`config.mk`:
```
export PLATFORM = sky130hd
export DESIGN_NAME = swctl_regfile
export DESIGN_NICKNAME = d
export VERILOG_FILES = /design/src/rtl/swctl_pkg.sv /design/src/rtl/swctl_bus_fsm.sv /design/src/rtl/swctl_split_latch.sv /design/src/rtl/swctl_port_map.sv /design/src/rtl/swctl_regfile.sv
export SDC_FILE = /design/constraint.sdc
export NUM_CORES = 1
export LEC_CHECK = 0
export ABC_AREA = 1
export CAP_MARGIN = 25
export CELL_PAD_IN_SITES_DETAIL_PLACEMENT = 1
export CELL_PAD_IN_SITES_GLOBAL_PLACEMENT = 2
export CORE_MARGIN = 3
export CORE_UTILIZATION = 30
export CTS_CLUSTER_DIAMETER = 50
export DETAILED_ROUTE_END_ITERATION = 6
export MAX_ROUTING_LAYER = met4
export PLACE_DENSITY = 0.79
export SETUP_SLACK_MARGIN = 0.02
export SYNTH_ARGS = -nofsm -noshare
export SYNTH_HDL_FRONTEND = slang
export SYNTH_HIERARCHICAL = 1
export SYNTH_SLANG_ARGS = --single-unit
```
`constraint.sdc`:
```
create_clock -name clk -period 2 [get_ports clk]
set_clock_uncertainty 0.1 [all_clocks]
set_input_delay 0.4 -clock clk [delete_from_list [all_inputs] [get_ports clk]]
set_output_delay 0.4 -clock clk [all_outputs]
set_load 0.005 [all_outputs]
```
`src/rtl/swctl_pkg.sv`:
```
package swctl_pkg;

    typedef enum logic [0:0] {
        ST_IDLE,
        ST_RESP
    } bus_state_e;

    localparam logic [7:0] A_SIG0    = 8'h00;
    localparam logic [7:0] A_SIG1    = 8'h04;
    localparam logic [7:0] A_SIG2    = 8'h08;
    localparam logic [7:0] A_SIG3    = 8'h0C;
    localparam logic [7:0] A_SCR32   = 8'h10;
    localparam logic [7:0] A_SCR64L  = 8'h18;
    localparam logic [7:0] A_SCR64H  = 8'h1C;
    localparam logic [7:0] A_DMAL    = 8'h20;
    localparam logic [7:0] A_DMAH    = 8'h24;
    localparam logic [7:0] A_DMASZ   = 8'h28;
    localparam logic [7:0] A_CTRL    = 8'h30;
    localparam logic [7:0] A_PCNT    = 8'h38;
    localparam logic [7:0] A_LINKL   = 8'h40;
    localparam logic [7:0] A_LINKH   = 8'h44;
    localparam logic [7:0] A_ENL     = 8'h48;
    localparam logic [7:0] A_ENH     = 8'h4C;
    localparam logic [7:0] A_SWIDL   = 8'h50;
    localparam logic [7:0] A_SWIDH   = 8'h54;

    localparam logic [31:0] SIG_WORD = 32'hDEADBABE;

endpackage

```
`src/rtl/swctl_bus_fsm.sv`:
```
module swctl_bus_fsm
    import swctl_pkg::*;
(
    input  logic clk,
    input  logic rst_n,
    input  logic req_valid,
    input  logic req_write,
    output logic req_ready,
    output logic rsp_valid,
    output logic wr_fire,
    output logic rd_fire
);

    bus_state_e state_q, state_d;

    always_ff @(posedge clk or negedge rst_n) begin
        if (!rst_n) state_q <= ST_IDLE;
        else        state_q <= state_d;
    end

    always_comb begin
        state_d = state_q;
        unique case (state_q)
            ST_IDLE: if (req_valid && !req_write) state_d = ST_RESP;
            ST_RESP: state_d = ST_IDLE;
        endcase
    end

    always_comb begin
        req_ready = 1'b0;
        rsp_valid = 1'b0;
        unique case (state_q)
            ST_IDLE: req_ready = 1'b1;
            ST_RESP: rsp_valid = 1'b1;
        endcase
    end

    assign wr_fire = req_valid && req_ready && req_write;
    assign rd_fire = req_valid && req_ready && !req_write;

    a_r2_resp_follows_read: assert property (@(posedge clk) disable iff (!rst_n)
        rd_fire |=> rsp_valid);
    a_r2_resp_single_cycle: assert property (@(posedge clk) disable iff (!rst_n)
        rsp_valid |=> !rsp_valid);
    a_r2_no_accept_in_resp: assert property (@(posedge clk) disable iff (!rst_n)
        rsp_valid |-> !req_ready);
    a_r2_write_no_resp: assert property (@(posedge clk) disable iff (!rst_n)
        wr_fire |=> !rsp_valid);

endmodule

```
`src/rtl/swctl_split_latch.sv`:
```
module swctl_split_latch #(
    parameter int unsigned HALF_W = 32
) (
    input  logic                clk,
    input  logic                rst_n,
    input  logic                lo_wr,
    input  logic                hi_wr,
    input  logic [HALF_W-1:0]   wdata,
    output logic                commit,
    output logic [2*HALF_W-1:0] commit_val
);

    logic [HALF_W-1:0] hold_q;

    always_ff @(posedge clk or negedge rst_n) begin
        if (!rst_n)     hold_q <= '0;
        else if (hi_wr) hold_q <= '0;
        else if (lo_wr) hold_q <= wdata;
    end

    assign commit     = hi_wr;
    assign commit_val = {wdata, hold_q};

    a_r3_hold_cleared: assert property (@(posedge clk) disable iff (!rst_n)
        hi_wr |=> hold_q == '0);
    a_r3_hold_loaded: assert property (@(posedge clk) disable iff (!rst_n)
        (lo_wr && !hi_wr) |=> hold_q == $past(wdata));
    a_r4_hold_kept: assert property (@(posedge clk) disable iff (!rst_n)
        !(lo_wr || hi_wr) |=> $stable(hold_q));

endmodule

```
`src/rtl/swctl_port_map.sv`:
```
module swctl_port_map #(
    parameter int unsigned NPORTS = 4,
    parameter int unsigned BUS_W  = 64
) (
    input  logic              clk,
    input  logic              rst_n,
    input  logic              en_wr,
    input  logic [NPORTS:1]   en_val,
    input  logic [NPORTS-1:0] link_in,
    output logic [BUS_W-1:0]  en_bitmap,
    output logic [BUS_W-1:0]  link_bitmap,
    output logic [NPORTS-1:0] en_pulse,
    output logic [NPORTS-1:0] dis_pulse
);

    logic [NPORTS-1:0] en_q;
    logic [NPORTS-1:0] en_pulse_q;
    logic [NPORTS-1:0] dis_pulse_q;

    for (genvar p = 0; p < NPORTS; p++) begin : g_port
        always_ff @(posedge clk or negedge rst_n) begin
            if (!rst_n) begin
                en_q[p]        <= 1'b0;
                en_pulse_q[p]  <= 1'b0;
                dis_pulse_q[p] <= 1'b0;
            end else begin
                en_pulse_q[p]  <= en_wr && en_val[p+1] && !en_q[p];
                dis_pulse_q[p] <= en_wr && !en_val[p+1] && en_q[p];
                if (en_wr) en_q[p] <= en_val[p+1];
            end
        end
    end

    always_comb begin
        en_bitmap   = '0;
        link_bitmap = '0;
        en_bitmap[NPORTS:1]   = en_q;
        link_bitmap[NPORTS:1] = link_in;
    end

    assign en_pulse  = en_pulse_q;
    assign dis_pulse = dis_pulse_q;

    a_r8_rise_only: assert property (@(posedge clk) disable iff (!rst_n)
        (en_pulse_q != '0) |-> (((en_pulse_q & ~en_q) == '0) && ((en_pulse_q & $past(en_q)) == '0)));
    a_r8_fall_only: assert property (@(posedge clk) disable iff (!rst_n)
        (dis_pulse_q != '0) |-> (((dis_pulse_q & en_q) == '0) && ((dis_pulse_q & ~$past(en_q)) == '0)));
    a_r8_quiet_without_write: assert property (@(posedge clk) disable iff (!rst_n)
        !en_wr |=> (en_pulse_q == '0 && dis_pulse_q == '0));

endmodule

```
`src/rtl/swctl_regfile.sv`:
```
module swctl_regfile
    import swctl_pkg::*;
#(
    parameter int unsigned NPORTS    = 4,
    parameter int unsigned ADDR_W    = 8,
    parameter logic [63:0] SWITCH_ID = 64'hA5C3_0F1E_2D3C_4B5A
) (
    input  logic              clk,
    input  logic              rst_n,
    input  logic              req_valid,
    output logic              req_ready,
    input  logic              req_write,
    input  logic              req_wide,
    input  logic [ADDR_W-1:0] req_addr,
    input  logic [63:0]       req_wdata,
    output logic              rsp_valid,
    output logic [63:0]       rsp_rdata,
    input  logic [NPORTS-1:0] link_up,
    output logic [NPORTS-1:0] port_en_pulse,
    output logic [NPORTS-1:0] port_dis_pulse
);

    localparam int unsigned DATA_W = 64;
    localparam int unsigned HALF_W = DATA_W / 2;

    logic              wr_fire, rd_fire;
    logic              w32, w64;
    logic              split_lo, split_hi, split_commit;
    logic [DATA_W-1:0] split_val;
    logic              en_wr;
    logic [DATA_W-1:0] en_src;
    logic [DATA_W-1:0] en_bitmap, link_bitmap;
    logic [HALF_W-1:0] scr32_q, dma_size_q;
    logic [DATA_W-1:0] scr64_q, dma_addr_q;
    logic [DATA_W-1:0] scr64_dbl;
    logic [HALF_W-1:0] scr32_dbl;
    logic [HALF_W-1:0] rd32;
    logic [DATA_W-1:0] rd_mux, rdata_q;
    logic              wr_hit;

    swctl_bus_fsm u_fsm (
        .clk       (clk),
        .rst_n     (rst_n),
        .req_valid (req_valid),
        .req_write (req_write),
        .req_ready (req_ready),
        .rsp_valid (rsp_valid),
        .wr_fire   (wr_fire),
        .rd_fire   (rd_fire)
    );

    assign w32 = wr_fire && !req_wide;
    assign w64 = wr_fire && req_wide;

    assign split_lo = w32 && (req_addr == ADDR_W'(A_SCR64L) ||
                              req_addr == ADDR_W'(A_DMAL)   ||
                              req_addr == ADDR_W'(A_ENL));
    assign split_hi = w32 && (req_addr == ADDR_W'(A_SCR64H) ||
                              req_addr == ADDR_W'(A_DMAH)   ||
                              req_addr == ADDR_W'(A_ENH));

    swctl_split_latch #(.HALF_W(HALF_W)) u_latch (
        .clk        (clk),
        .rst_n      (rst_n),
        .lo_wr      (split_lo),
        .hi_wr      (split_hi),
        .wdata      (req_wdata[HALF_W-1:0]),
        .commit     (split_commit),
        .commit_val (split_val)
    );

    assign en_wr  = (w64 && req_addr == ADDR_W'(A_ENL)) ||
                    (split_commit && req_addr == ADDR_W'(A_ENH));
    assign en_src = req_wide ? req_wdata : split_val;

    swctl_port_map #(.NPORTS(NPORTS), .BUS_W(DATA_W)) u_ports (
        .clk         (clk),
        .rst_n       (rst_n),
        .en_wr       (en_wr),
        .en_val      (en_src[NPORTS:1]),
        .link_in     (link_up),
        .en_bitmap   (en_bitmap),
        .link_bitmap (link_bitmap),
        .en_pulse    (port_en_pulse),
        .dis_pulse   (port_dis_pulse)
    );

    always_ff @(posedge clk or negedge rst_n) begin
        if (!rst_n) begin
            scr32_q    <= '0;
            scr64_q    <= '0;
            dma_addr_q <= '0;
            dma_size_q <= '0;
        end else if (w32) begin
            case (req_addr)
                ADDR_W'(A_SCR32): scr32_q    <= req_wdata[HALF_W-1:0];
                ADDR_W'(A_DMASZ): dma_size_q <= req_wdata[HALF_W-1:0];
                ADDR_W'(A_SCR64H): scr64_q   <= split_val;
                ADDR_W'(A_DMAH):  dma_addr_q <= split_val;
                ADDR_W'(A_CTRL): begin
                    if (req_wdata[0]) begin
                        scr32_q    <= '0;
                        scr64_q    <= '0;
                        dma_addr_q <= '0;
                        dma_size_q <= '0;
                    end
                end
                default: ;
            endcase
        end else if (w64) begin
            case (req_addr)
                ADDR_W'(A_SCR64L): scr64_q    <= req_wdata;
                ADDR_W'(A_DMAL):   dma_addr_q <= req_wdata;
                default: ;
            endcase
        end
    end

    assign scr32_dbl = scr32_q << 1;
    assign scr64_dbl = scr64_q << 1;

    always_comb begin
        rd32 = '0;
        case (req_addr)
            ADDR_W'(A_SIG0), ADDR_W'(A_SIG1),
            ADDR_W'(A_SIG2), ADDR_W'(A_SIG3): rd32 = SIG_WORD;
            ADDR_W'(A_SCR32):  rd32 = scr32_dbl;
            ADDR_W'(A_SCR64L): rd32 = scr64_dbl[HALF_W-1:0];
            ADDR_W'(A_SCR64H): rd32 = scr64_dbl[DATA_W-1:HALF_W];
            ADDR_W'(A_DMAL):   rd32 = dma_addr_q[HALF_W-1:0];
            ADDR_W'(A_DMAH):   rd32 = dma_addr_q[DATA_W-1:HALF_W];
            ADDR_W'(A_DMASZ):  rd32 = dma_size_q;
            ADDR_W'(A_PCNT):   rd32 = HALF_W'(NPORTS);
            ADDR_W'(A_LINKL):  rd32 = link_bitmap[HALF_W-1:0];
            ADDR_W'(A_LINKH):  rd32 = link_bitmap[DATA_W-1:HALF_W];
            ADDR_W'(A_ENL):    rd32 = en_bitmap[HALF_W-1:0];
            ADDR_W'(A_ENH):    rd32 = en_bitmap[DATA_W-1:HALF_W];
            ADDR_W'(A_SWIDL):  rd32 = SWITCH_ID[HALF_W-1:0];
            ADDR_W'(A_SWIDH):  rd32 = SWITCH_ID[DATA_W-1:HALF_W];
            default:           rd32 = '0;
        endcase
    end

    always_comb begin
        rd_mux = '0;
        if (req_wide) begin
            case (req_addr)
                ADDR_W'(A_SIG0), ADDR_W'(A_SIG2): rd_mux = {SIG_WORD, SIG_WORD};
                ADDR_W'(A_SCR64L): rd_mux = scr64_dbl;
                ADDR_W'(A_DMAL):   rd_mux = dma_addr_q;
                ADDR_W'(A_LINKL):  rd_mux = link_bitmap;
                ADDR_W'(A_ENL):    rd_mux = en_bitmap;
                ADDR_W'(A_SWIDL):  rd_mux = SWITCH_ID;
                default:           rd_mux = '0;
            endcase
        end else begin
            rd_mux = {{HALF_W{1'b0}}, rd32};
        end
    end

    always_ff @(posedge clk or negedge rst_n) begin
        if (!rst_n)       rdata_q <= '0;
        else if (rd_fire) rdata_q <= rd_mux;
    end

    assign rsp_rdata = rdata_q;

    always_comb begin
        wr_hit = 1'b0;
        if (req_wide) begin
            wr_hit = req_addr == ADDR_W'(A_SCR64L) || req_addr == ADDR_W'(A_DMAL) ||
                     req_addr == ADDR_W'(A_ENL);
        end else begin
            wr_hit = split_lo || split_hi || req_addr == ADDR_W'(A_SCR32) ||
                     req_addr == ADDR_W'(A_DMASZ) || req_addr == ADDR_W'(A_CTRL);
        end
    end

    a_r1_narrow_read_upper_zero: assert property (@(posedge clk) disable iff (!rst_n)
        (rd_fire && !req_wide) |=> rsp_rdata[DATA_W-1:HALF_W] == '0);
    a_r5_scratch32_doubled: assert property (@(posedge clk) disable iff (!rst_n)
        (rd_fire && !req_wide && req_addr == ADDR_W'(A_SCR32)) |=>
        rsp_rdata[HALF_W-1:0] == HALF_W'($past(scr32_q) * 2));
    a_r9_port_count: assert property (@(posedge clk) disable iff (!rst_n)
        (rd_fire && !req_wide && req_addr == ADDR_W'(A_PCNT)) |=>
        rsp_rdata == DATA_W'(NPORTS));
    a_r10_ctrl_clears: assert property (@(posedge clk) disable iff (!rst_n)
        (w32 && req_addr == ADDR_W'(A_CTRL) && req_wdata[0]) |=>
        (scr32_q == '0 && scr64_q == '0 && dma_addr_q == '0 && dma_size_q == '0));
    a_r13_unmapped_write_ignored: assert property (@(posedge clk) disable iff (!rst_n)
        (wr_fire && !wr_hit) |=>
        ($stable(scr32_q) && $stable(scr64_q) && $stable(dma_addr_q) &&
         $stable(dma_size_q) && $stable(en_bitmap)));

endmodule

```
==> qor.log <==
qor: setup_path.end_kind flip-flop
qor: yosys.synth_cells 2468
qor: floorplanning.ioPinCount 155
qor: setup_path.critical_path.slowest_cell sky130_fd_sc_hd__dfrtp_1
qor: setup_path.critical_path.reg2reg.startpoint u_fsm/state_q
qor: timing.finalSetupViolCount 221
qor: route.ant_nets 0
qor: setup_path.data_required_time_at_the_worst_endpoint 2430 ps
qor: place.postPlaceCellArea 0.0208 mm2
qor: yosys.seq_area_frac_synth 0.421
qor: grt.grt.total_usage 0.263
qor: timing.worst_slew_pin_slew 748 ps
qor: yosys.yosysMostFrequentCell sky130_fd_sc_hd__nand2_1
qor: yosys.yosys_warnings 6
qor: place.io_buffers 154
qor: place.place.gp.congestion 0.919
qor: timing.timing.setup.tns -15330 ps
qor: yosys.post_synth_instance_area 0.0178 mm2
qor: route.initialDrtViolationCount 1605
qor: power.pwr_density_cell 736 mW/mm2
qor: status.outcome finished with violations
qor: timing.final_period_minus_worst_setup_slack 2220 ps
qor: place.post-place-ws -968 ps
qor: clock_tree.cts-buffers-inserted 43
qor: clock_tree.clock_insertion_delay_worst_skew 610 ps
qor: setup_path.critPathMaxStageDelay 380 ps
qor: yosys.synth-async-reset-ratio 1.00
qor: route.drt-total-wl 86300 um
qor: cells_and_area.final_design_area_no_fill 0.0247 mm2
qor: setup_path.startpoint_of_the_worst_setup_timing_path u_fsm/state_q
qor: route.drt-vias-per-instance 5.11
qor: clock_tree.clockBufferDepth 3
qor: setup_path.critical_path.startpoint_type flip-flop
qor: place.hpwl 57100 um
qor: floorplanning.die_y 249 um
qor: route.drc 0
qor: yosys.synth-edff-count 0
qor: route.detail_route.wl_per_cell 24.3 um
qor: yosys.postSynth.topFlopCell sky130_fd_sc_hd__dfrtp_1
qor: yosys.synth_commonest_cells sky130_fd_sc_hd__nand2_1, sky130_fd_sc_hd__dfrtp_1, sky130_fd_sc_hd__nor2_1
qor: timing.timing_max_transition_violations_final 0
qor: cells_and_area.nFillCells 6960
qor: setup_path.crit_arrival 2660 ps
qor: timing.final_min_period_over_clock_period 1.11
qor: timing.least_setup_slack_across_all_paths_after_layout -224 ps
qor: floorplanning.standard_cell_rows 88
qor: setup_path.cp_cell_sequence inv_2, nand2_4, nor2_4, inv_2, buf_4, o21ai_4, nand3_4, buf_12, buf_12, buf_12, buf_16, a21oi_1
qor: yosys.synth_top_cell_by_area sky130_fd_sc_hd__dfrtp_1
qor: floorplanning.design.core.area 0.0581 mm2
qor: grt.globalRouteOverflowTotal 0
qor: timing.finalHoldViolations 0
qor: timing.maxClockFrequency 450 MHz
qor: status.violations_in_the_final_reports negative setup slack
qor: floorplanning.floorplan.initialDensity 0.306
qor: clock_tree.clock_sinks 299
qor: cells_and_area.share_of_final_layout_standard_cells_stronger_than_drive_strength_1 0.207
qor: setup_path.crit_path_frequent_cell sky130_fd_sc_hd__buf_12
qor: timing.rsz_0062_raised_after_global_routing yes
qor: grt.grt_first_pass_wirelength 120000 um
qor: yosys.ys_seq_elements 299
qor: yosys.post_synth_main_area_contributors sky130_fd_sc_hd__dfrtp_1, sky130_fd_sc_hd__nand2_1, sky130_fd_sc_hd__buf_4
qor: floorplanning.floorplan.die_area 0.0622 mm2
qor: worst_hold_path.hp-class input port to async pin
qor: clock_tree.clk_pin_slew 60 ps
qor: yosys.synthDistinctLibCells 34
qor: timing.maxSlewHeadroom 0.501
qor: power.vdd_ir_drop_max 0.000621 V
qor: route.total_via_count_after_detailed_routing 18200
qor: setup_path.timing_worst_setup_path_type flip-flop to flip-flop
qor: grt.grt_pass1_vias 18100
qor: flow_run.drv_cap 0
qor: grt.initial_antenna_violation_count 1
qor: power.p_leak 13.2 nW
qor: clock_tree.cts.htree.levels 2
qor: grt.grt_max_degree 63
qor: cells_and_area.fin_nets 2835
qor: clock_tree.tritoncts yes
qor: yosys.netlist.area_leader.share 0.421
qor: setup_path.worst-path-max-fanout 7
qor: route.first_pass_iters 5
qor: yosys.syn_avg_cell_area 7.20 um2
qor: clock_tree.root_buffer sky130_fd_sc_hd__clkbuf_16
qor: floorplanning.die_width 249 um
qor: cells_and_area.layout_overhead_on_the_synthesized_area 38.8%
-- power breakdown --
group	internal [mW]	switching, mW
Combinational	1.06	1.72
Clock	4.80	3.22
Sequential	6.76	0.593
-- registers in the layout (all words and copies together), names as in the netlist --
name and cells:
rsp_rdata 64, scr64_q 63, dma_addr_q 64, u_latch/hold_q 32
u_ports/en_pulse 4, u_ports/dis_pulse 4, dma_size_q 32, scr32_q 31
u_ports/en_bitmap 4, u_fsm/state_q 1
-- kinds of logic (layout without fill, tap and decap cells) --
| group | Yosys count | in the layout | share of synthesized area |
|---|---|---|---|
| simple gates | 1327 | 1330 | 0.306 |
| buf+inv | 463 | 662 | 0.142 |
| compound gates | 378 | 378 | 0.131 |
| flops | 299 | 299 | 0.421 |
| other cells | 1 | 122 | 0.000211 |
-- cell type report --
type / instances / area, um2 / area share
clock buffer: 59 / 1250 / 0.0505
inverter: 166 / 654 / 0.0265
sequential: 299 / 7480 / 0.304
antenna: 2 / 5.00 / 0.000203
clock inverter: 21 / 241 / 0.00979
multi-input combinational: 1828 / 9170 / 0.372
timing repair buffer: 416 / 4900 / 0.199
tap: 765 / 957 / 0.0388
-- critical path: cells and delay by family, from the launching register on --
kind	cells	cell delay (ps)
AO/OA/AOI/OAI	2	390
flip-flops	1	380
buffers and inverters	7	910
AND/OR/NAND/NOR	3	370
-- path summary, 6_finish.rpt --
| path | to | slack [ps] | cells past startpoint |
|---|---|---|---|
| setup / recovery | scr64_q[60] | -220 | 12 |
| hold / removal | scr32_q[1] | 210 | 2 |
| setup reg to reg | scr64_q[60] | -220 | 12 |
| hold reg to reg | u_latch/hold_q[24] | 370 | 2 |
| max in group asynchronous | rsp_rdata[27] | 830 | 3 |
| min in group clk | u_latch/hold_q[23] | 360 | 3 |
-- cells in the final DEF (no fill, tap or decap), types with 33 or more instances in the layout --
master	instances
sky130_fd_sc_hd__dfrtp_1	297
sky130_fd_sc_hd__clkbuf_16	56
sky130_fd_sc_hd__buf_4	153
sky130_fd_sc_hd__nand3_1	218
sky130_fd_sc_hd__nor2_1	226
sky130_fd_sc_hd__o21ai_0	119
sky130_fd_sc_hd__a21oi_2	51
sky130_fd_sc_hd__nand2_1	749
sky130_fd_sc_hd__a21oi_1	77
sky130_fd_sc_hd__nor2_2	33
sky130_fd_sc_hd__inv_1	143
sky130_fd_sc_hd__dlymetal6s2s_1	49
sky130_fd_sc_hd__o21ai_1	38
sky130_fd_sc_hd__nor2_4	34
sky130_fd_sc_hd__clkdlybuf4s50_1	89
sky130_fd_sc_hd__conb_1	120
sky130_fd_sc_hd__buf_12	53
-- stage by stage --
stage	utilization	power, mW	instances	hold WS (ps)
floorplan	-	8.51	2587	4.41
global placement	0.358	9.56	3406	253
detailed placement	0.358	9.64	3406	251
CTS	0.406	17.8	3527	221
global route	0.424	18.8	3555	262
finish	0.424	18.2	3556	211
-- what timing repair did --
| action | 4_1_cts | 5_1_grt |
|---|---|---|
| endpoints found under the hold margin | 50 | 0 |
| setup endpoints to repair | 318 | 337 |
| pin swaps | 12 | 25 |
| gates resized for setup | 169 | 190 |
| hold buffers | 1 | 0 |
| setup buffers | 21 | 15 |
| gates cloned | 20 | 19 |
-- per-layer routing --
layer / GRT usage / up-vias / share of wire / wire [um]
met5: - / - / 0 / 0
met4: 0.0700 / 0 / 0.028 / 2460
met3: 0.0636 / 141 / 0.073 / 6340
met2: 0.372 / 608 / 0.43 / 37300
met1: 0.373 / 9184 / 0.47 / 40300
li1: - / 8237 / - / -
Note: power is estimated with default switching activity, not from simulation.
